File: config.mk
export PLATFORM = sky130hd
export DESIGN_NAME = rx_addr_filter
export DESIGN_NICKNAME = d
export VERILOG_FILES = /design/src/rtl/rx_addr_pkg.sv /design/src/rtl/rx_addr_match.sv /design/src/rtl/rx_addr_qual.sv /design/src/rtl/rx_addr_filter.sv
export SDC_FILE = /design/constraint.sdc
export NUM_CORES = 1
export LEC_CHECK = 0
export ABC_AREA = 1
export BUFFER_PORTS_ARGS = -buffer_cell sky130_fd_sc_hd__buf_2
export CAP_MARGIN = 0
export CORE_AREA = 8 8 45 47
export CTS_CLUSTER_SIZE = 10
export DETAILED_ROUTE_END_ITERATION = 10
export DIE_AREA = 0 0 53 55
export PLACE_DENSITY_LB_ADDON = 0.3
export SYNTH_ARGS = -nofsm -noshare
export SYNTH_HDL_FRONTEND = slang
export SYNTH_SLANG_ARGS = --single-unit
File: constraint.sdc
create_clock -name clk -period 1.3 [get_ports clk]
set_clock_uncertainty 0.1 [all_clocks]
set_input_delay 0.26 -clock clk [delete_from_list [all_inputs] [get_ports clk]]
set_output_delay 0.26 -clock clk [all_outputs]
set_load 0.02 [all_outputs]
File: src/rtl/rx_addr_pkg.sv
package rx_addr_pkg;

   typedef enum logic [1:0] {
      MODE_SHIFT  = 2'd0,
      MODE_UART8  = 2'd1,
      MODE_UART9A = 2'd2,
      MODE_UART9B = 2'd3
   } rx_mode_e;

   function automatic logic mode_is_nine(input rx_mode_e m);
      return (m == MODE_UART9A) || (m == MODE_UART9B);
   endfunction

   typedef struct packed {
      logic flag;
      logic given;
      logic bcast;
   } rx_verdict_t;

endpackage

File: src/rtl/rx_addr_match.sv
module rx_addr_match #(
   parameter int DATA_W = 8
) (
   input  logic [DATA_W-1:0] byte_i,
   input  logic [DATA_W-1:0] addr_i,
   input  logic [DATA_W-1:0] mask_i,
   output logic              given_o,
   output logic              bcast_o
);
   logic [DATA_W-1:0] bc_addr;
   logic [DATA_W-1:0] given_ok;
   logic [DATA_W-1:0] bcast_ok;

   assign bc_addr = addr_i | mask_i;

   for (genvar i = 0; i < DATA_W; i++) begin : g_bit
      // masked-off bit is don't-care; otherwise the byte must agree with the address
      assign given_ok[i] = ~mask_i[i] | (byte_i[i] ~^ addr_i[i]);
      // broadcast: a bit set in the OR must be set in the byte
      assign bcast_ok[i] = ~bc_addr[i] | byte_i[i];
   end

   assign given_o = &given_ok;
   assign bcast_o = &bcast_ok;
endmodule

File: src/rtl/rx_addr_qual.sv
module rx_addr_qual
   import rx_addr_pkg::*;
(
   input  rx_mode_e mode_i,
   input  logic     recog_en_i,
   input  logic     bit9_i,
   input  logic     stop_ok_i,
   input  logic     hit_i,
   output logic     accept_o
);
   logic qualifier;

   always_comb begin
      qualifier = 1'b0;
      accept_o  = 1'b1;
      unique case (mode_i)
         MODE_SHIFT:  qualifier = 1'b1;
         MODE_UART8:  qualifier = stop_ok_i;
         default:     qualifier = bit9_i;
      endcase
      if (mode_i != MODE_SHIFT && recog_en_i)
         accept_o = qualifier & hit_i;
   end
endmodule

File: src/rtl/rx_addr_filter.sv
module rx_addr_filter
   import rx_addr_pkg::*;
#(
   parameter int DATA_W = 8
) (
   input  logic              clk,
   input  logic              rst_n,
   input  logic              frame_done_i,
   input  logic [DATA_W-1:0] rx_byte_i,
   input  logic              rx_bit9_i,
   input  logic              stop_ok_i,
   input  logic [1:0]        mode_i,
   input  logic              recog_en_i,
   input  logic [DATA_W-1:0] station_addr_i,
   input  logic [DATA_W-1:0] addr_mask_i,
   output logic              rx_flag_o,
   output logic              given_hit_o,
   output logic              bcast_hit_o
);
   localparam int MIN_W = 2;
   localparam int MAX_W = 32;

   if (DATA_W < MIN_W || DATA_W > MAX_W) begin : g_bad_width
      $error("rx_addr_filter: DATA_W out of supported range");
   end

   rx_mode_e    mode;
   logic        given_hit;
   logic        bcast_hit;
   logic        accept;
   rx_verdict_t next_v;
   rx_verdict_t cur_v;

   assign mode = rx_mode_e'(mode_i);

   rx_addr_match #(.DATA_W(DATA_W)) u_match (
      .byte_i  (rx_byte_i),
      .addr_i  (station_addr_i),
      .mask_i  (addr_mask_i),
      .given_o (given_hit),
      .bcast_o (bcast_hit)
   );

   rx_addr_qual u_qual (
      .mode_i     (mode),
      .recog_en_i (recog_en_i),
      .bit9_i     (rx_bit9_i),
      .stop_ok_i  (stop_ok_i),
      .hit_i      (given_hit | bcast_hit),
      .accept_o   (accept)
   );

   always_comb begin
      next_v.flag  = frame_done_i & accept;
      next_v.given = frame_done_i & given_hit;
      next_v.bcast = frame_done_i & bcast_hit;
   end

   always_ff @(posedge clk or negedge rst_n) begin
      if (!rst_n) cur_v <= '0;
      else        cur_v <= next_v;
   end

   assign rx_flag_o   = cur_v.flag;
   assign given_hit_o = cur_v.given;
   assign bcast_hit_o = cur_v.bcast;
endmodule

# After elaboration in Yosys (flattened, before gate mapping)
# Cells that the tools add are included.
[totals]
ff_bits = 3
inputBits = 32
elab_cells = 57
[op_classes]
n_eq_ne = 1
n_mux = 2
bitwise = 46
reduce_logical = 5
[ops]
columns = ["operator", "count"]
rows = [
  ["1-bit OR", 17],
  ["1-bit inverter", 16],
  ["8-bit AND reduction", 2],
  ["8-bit OR", 1],
  ["1-bit XNOR", 8],
  ["1-bit bitwise AND", 4],
  ["2-bit by 1-bit == test with 1-bit output, second input constant", 1],
  ["2-bit logical NOT", 1],
  ["1-bit case mux with 2 select lines", 1],
  ["2-bit nonzero test", 1],
  ["1-bit logical AND", 1],
  ["1-bit 2-to-1 mux", 1],
]

# Depth between registers and ports, before layout
[depth]
depth_word = 8
ltp_mapped = 9
depth_no_buf = 9

# Hierarchy
# From an unflattened synthesis, not the netlist that was laid out.
[hier_totals]
hier_cells = 73
area_unflattened_um2 = 377.9
[by_module_without_submodules]
columns = ["module", "instances", "cells_each", "area_each_um2", "seq_area_each_um2"]
rows = [
  ["rx_addr_match", 1, 53, 234.0, 0.0],
  ["rx_addr_filter", 1, 12, 108.9, 75.1],
  ["rx_addr_qual", 1, 8, 35.0, 0.0],
]

# Least setup slack after synthesis
# Ideal clock, no wire load.
[synth_timing]
path_type = "input-to-reg"
start = "input rx_byte_i[5]"
end = "register cur_v (netlist bit rx_flag_o)"
setup_time_ns = 0.073
arrival_ns = 0.787
t_required_ns = 1.127
setup_slack_ns = 0.340
stages = 9
path_buffers = 0
cell_sequence = "inv_1 > nand2_1 > nand3_1 > nand2_1 > nor2_1 > nand2_1 > nand2_1 > nand2_1 > a21oi_2"
[synth_rtl]
columns = ["element", "line", "source"]
rows = [
  ["start: declaration", "rx_addr_filter.sv:9", "input logic [DATA_W-1:0] rx_byte_i,"],
  ["end signal: assignment", "rx_addr_filter.sv:61", "else cur_v <= next_v;"],
  ["end: declaration", "rx_addr_filter.sv:32", "rx_verdict_t cur_v;"],
]

# Final worst setup path
[layout_timing]
start = "register cur_v (netlist bit rx_flag_o)"
end = "output rx_flag_o"
[layout_rtl]
columns = ["element", "line", "source"]
rows = [
  ["end: declaration", "rx_addr_filter.sv:16", "output logic rx_flag_o,"],
]
# No word-level cell between the ends.

==> out/metrics.yaml <==
route:
  drtPass1Iterations: 3
  drcViolationCount: 0
  drtIter0Drc: 6
  wl_per_cell_um: 8.72
  avgViaCountPerCell: 4.35
  wl_mm: 1.12
  postRouteAntennaNets: 0
  dr_total_vias: 557
worst_hold_path:
  min-delay-path-class: "in2reg"
  min_to: "rx_flag_o"
  min_delay_path_depth: 3
  holdCritStartpoint: "frame_done_i"
status:
  status: "finished clean"
worst_setup_path:
  critical_path_class: "reg2out"
  setup.worst_path.start: "rx_flag_o"
  cp.required_ns: 0.94
  cp_max_fo: 1
  crit_slowest_cell: "dfrtp_1"
  path_delay_family: "flip-flops"
  arrival_ns: 0.73
  crit_chain: "buf_2"
  max_stage_delay_ns: 0.35
  critical_path_buf_inv_count: 1
  end_kind: "output port"
  cp-start-kind: "flip-flop"
logic_synthesis:
  syn_area_per_cell_um2: 5.19
  synth_fp_nets: 105
  synth.top_cells.by_area: "nand2_1 28%, dfrtp_1 20%, inv_1 17%"
  synth.cell_area_um2: 379
  ys_ff_latch: 3
  syn_inst: 73
  yosysUniqueCellTypes: 11
  synth_warnings: 0
  ys_seq_area_frac: 0.198
  synth_top_area_frac: 0.277
  yosysTopAreaCell: "nand2_1"
power_and_ir_drop:
  clockPowerShare: 0.403
  total_leakage_power_nw: 0.408
  switching_share: 0.289
  peakVddDrop_mv: 0.202
  power_mw: 0.395
  powerDensity_nw_per_um2: 652
  seq_power_share: 0.248
  switchingPower_mw: 0.114
  combinationalPowerShare: 0.349
  p_int_mw: 0.281
global_route:
  grt_pass1_wl_mm: 1.81
  antenna_found_initial: 0
  track_usage: 0.0787
  grt_start_max_net_pins: 4
  gr-total-overflow: 0
  first_global_vias: 527
die:
  die-area_um2: 2920
  die_y_um: 55
  initial_utilization: 0.274
  io_pins: 35
  die_x_um: 53
  core_region_area_um2: 1380
  placementRows: 14
cts:
  clkTransAtPathRegs_ns: 0.04
  h-tree-depth: 1
  post_cts_buffers: 0
  cts_buffers: 3
  clock_path_buffers: 2
  root_buffer: "clkbuf_4"
  cts_sinks: 3
  cts_tree: "yes"
final_layout:
  nFillCells: 157
  layout-drive-gt1-share: 0.357
  utilization: 0.438
  diodes: 0
  layout_common_cells: "34 x buf_2, 28 x nand2_1, 17 x inv_1, 7 x nand3_1, 7 x o21ai_1"
  final_common_cell: "buf_2"
  stdcell_area_um2: 606
  area_growth_pct: 59.7
  num-nets-final: 145
timing:
  post-route-min-period_ns: 1.09
  hold_violations: 0
  max_freq_mhz: 920
  worst_slew_pin_slew_ns: 0.138
  timing.hold.ws_ns: 0.202
  setup_viol: 0
  slew_headroom: 0.907
  maxSlewViolCount: 0
  rsz0062_at_grt: "no"
  setup_tns_ns: 0
  post-route-period-util: 0.836
placed_design:
  gp_congestion: 0.722
  dpl.hpwl_mm: 1.05
  io_buffers: 34
  postPlaceCellArea_um2: 569
run:
  max_cap_viol_count: 0
-- Yosys cell counts --
cell      n
o21ai_1   7
nor2_1    6
inv_1    17
mux2_2    1
a21oi_2   1
nand3_2   1
dfrtp_1   3
o21ai_0   1
nand2_1  28
o21a_1    1
nand3_1   7
-- per-layer routing --
metal	part of all wire	up-vias	GRT usage
met3	0.089	0	0.0267
met2	0.55	17	0.154
met4	0	0	0.0388
met5	0	-	0
met1	0.36	239	0.0700
li1	-	301	-
-- per-stage QoR --
step,cells,worst slack [ns]
2_1_floorplan,73,0.340
3_3_place_gp,123,0.157
3_5_place_dp,123,0.140
4_1_cts,128,0.202
5_1_grt,128,0.177
6_report,128,0.213
-- sequential cells by signal (all words and copies together) (netlist names) --
signal and count:
bcast_hit_o 1, given_hit_o 1, rx_flag_o 1
-- logic make-up (layout without fill, tap and decap cells) --
group / Yosys count / after routing / synth area share
AND/OR/NAND/NOR: 42 / 42 / 0.455
flip-flops: 3 / 3 / 0.198
AO/OA/AOI/OAI: 10 / 10 / 0.149
buffers and inverters: 17 / 56 / 0.168
multiplexers: 1 / 1 / 0.0297
-- worst max path at each step --
| stage | endpoint | slack (ns) | cells past startpoint |
|---|---|---|---|
| final | rx_flag_o | 0.21 | 1 |
| after global routing | rx_flag_o | 0.18 | 1 |
| after CTS | rx_flag_o | 0.20 | 1 |
| after detailed placement | rx_flag_o | 0.14 | 8 |
| after global placement | rx_flag_o | 0.16 | 8 |
| after floorplan | rx_flag_o | 0.34 | 9 |
-- power by group through the flow --
stage          sequential (mW)  clock [mW]  combinational (mW)
6_report                0.0980       0.159               0.138
5_1_grt                 0.0985       0.174               0.160
4_1_cts                 0.0980       0.168               0.140
3_5_place_dp            0.0992           0               0.137
3_3_place_gp            0.0990           0               0.133
2_1_floorplan            0.104           0              0.0619
-- layout make-up --
cell class,count,area [um2],share of cell area
multi-input combinational,53,240,0.397
inverter,17,63.8,0.105
clock buffer,4,26.3,0.0434
tap,16,20.0,0.0331
sequential,3,75.1,0.124
timing repair buffer,35,180,0.298
-- what timing repair did --
| action | 4_1_cts | 5_1_grt |
|---|---|---|
| hold buffers | 1 | 0 |
| gates resized for setup | 0 | 0 |
| endpoints found under the setup margin | 0 | 0 |
| hold endpoints to repair | 3 | 0 |
(Power assumes the default switching activity.)
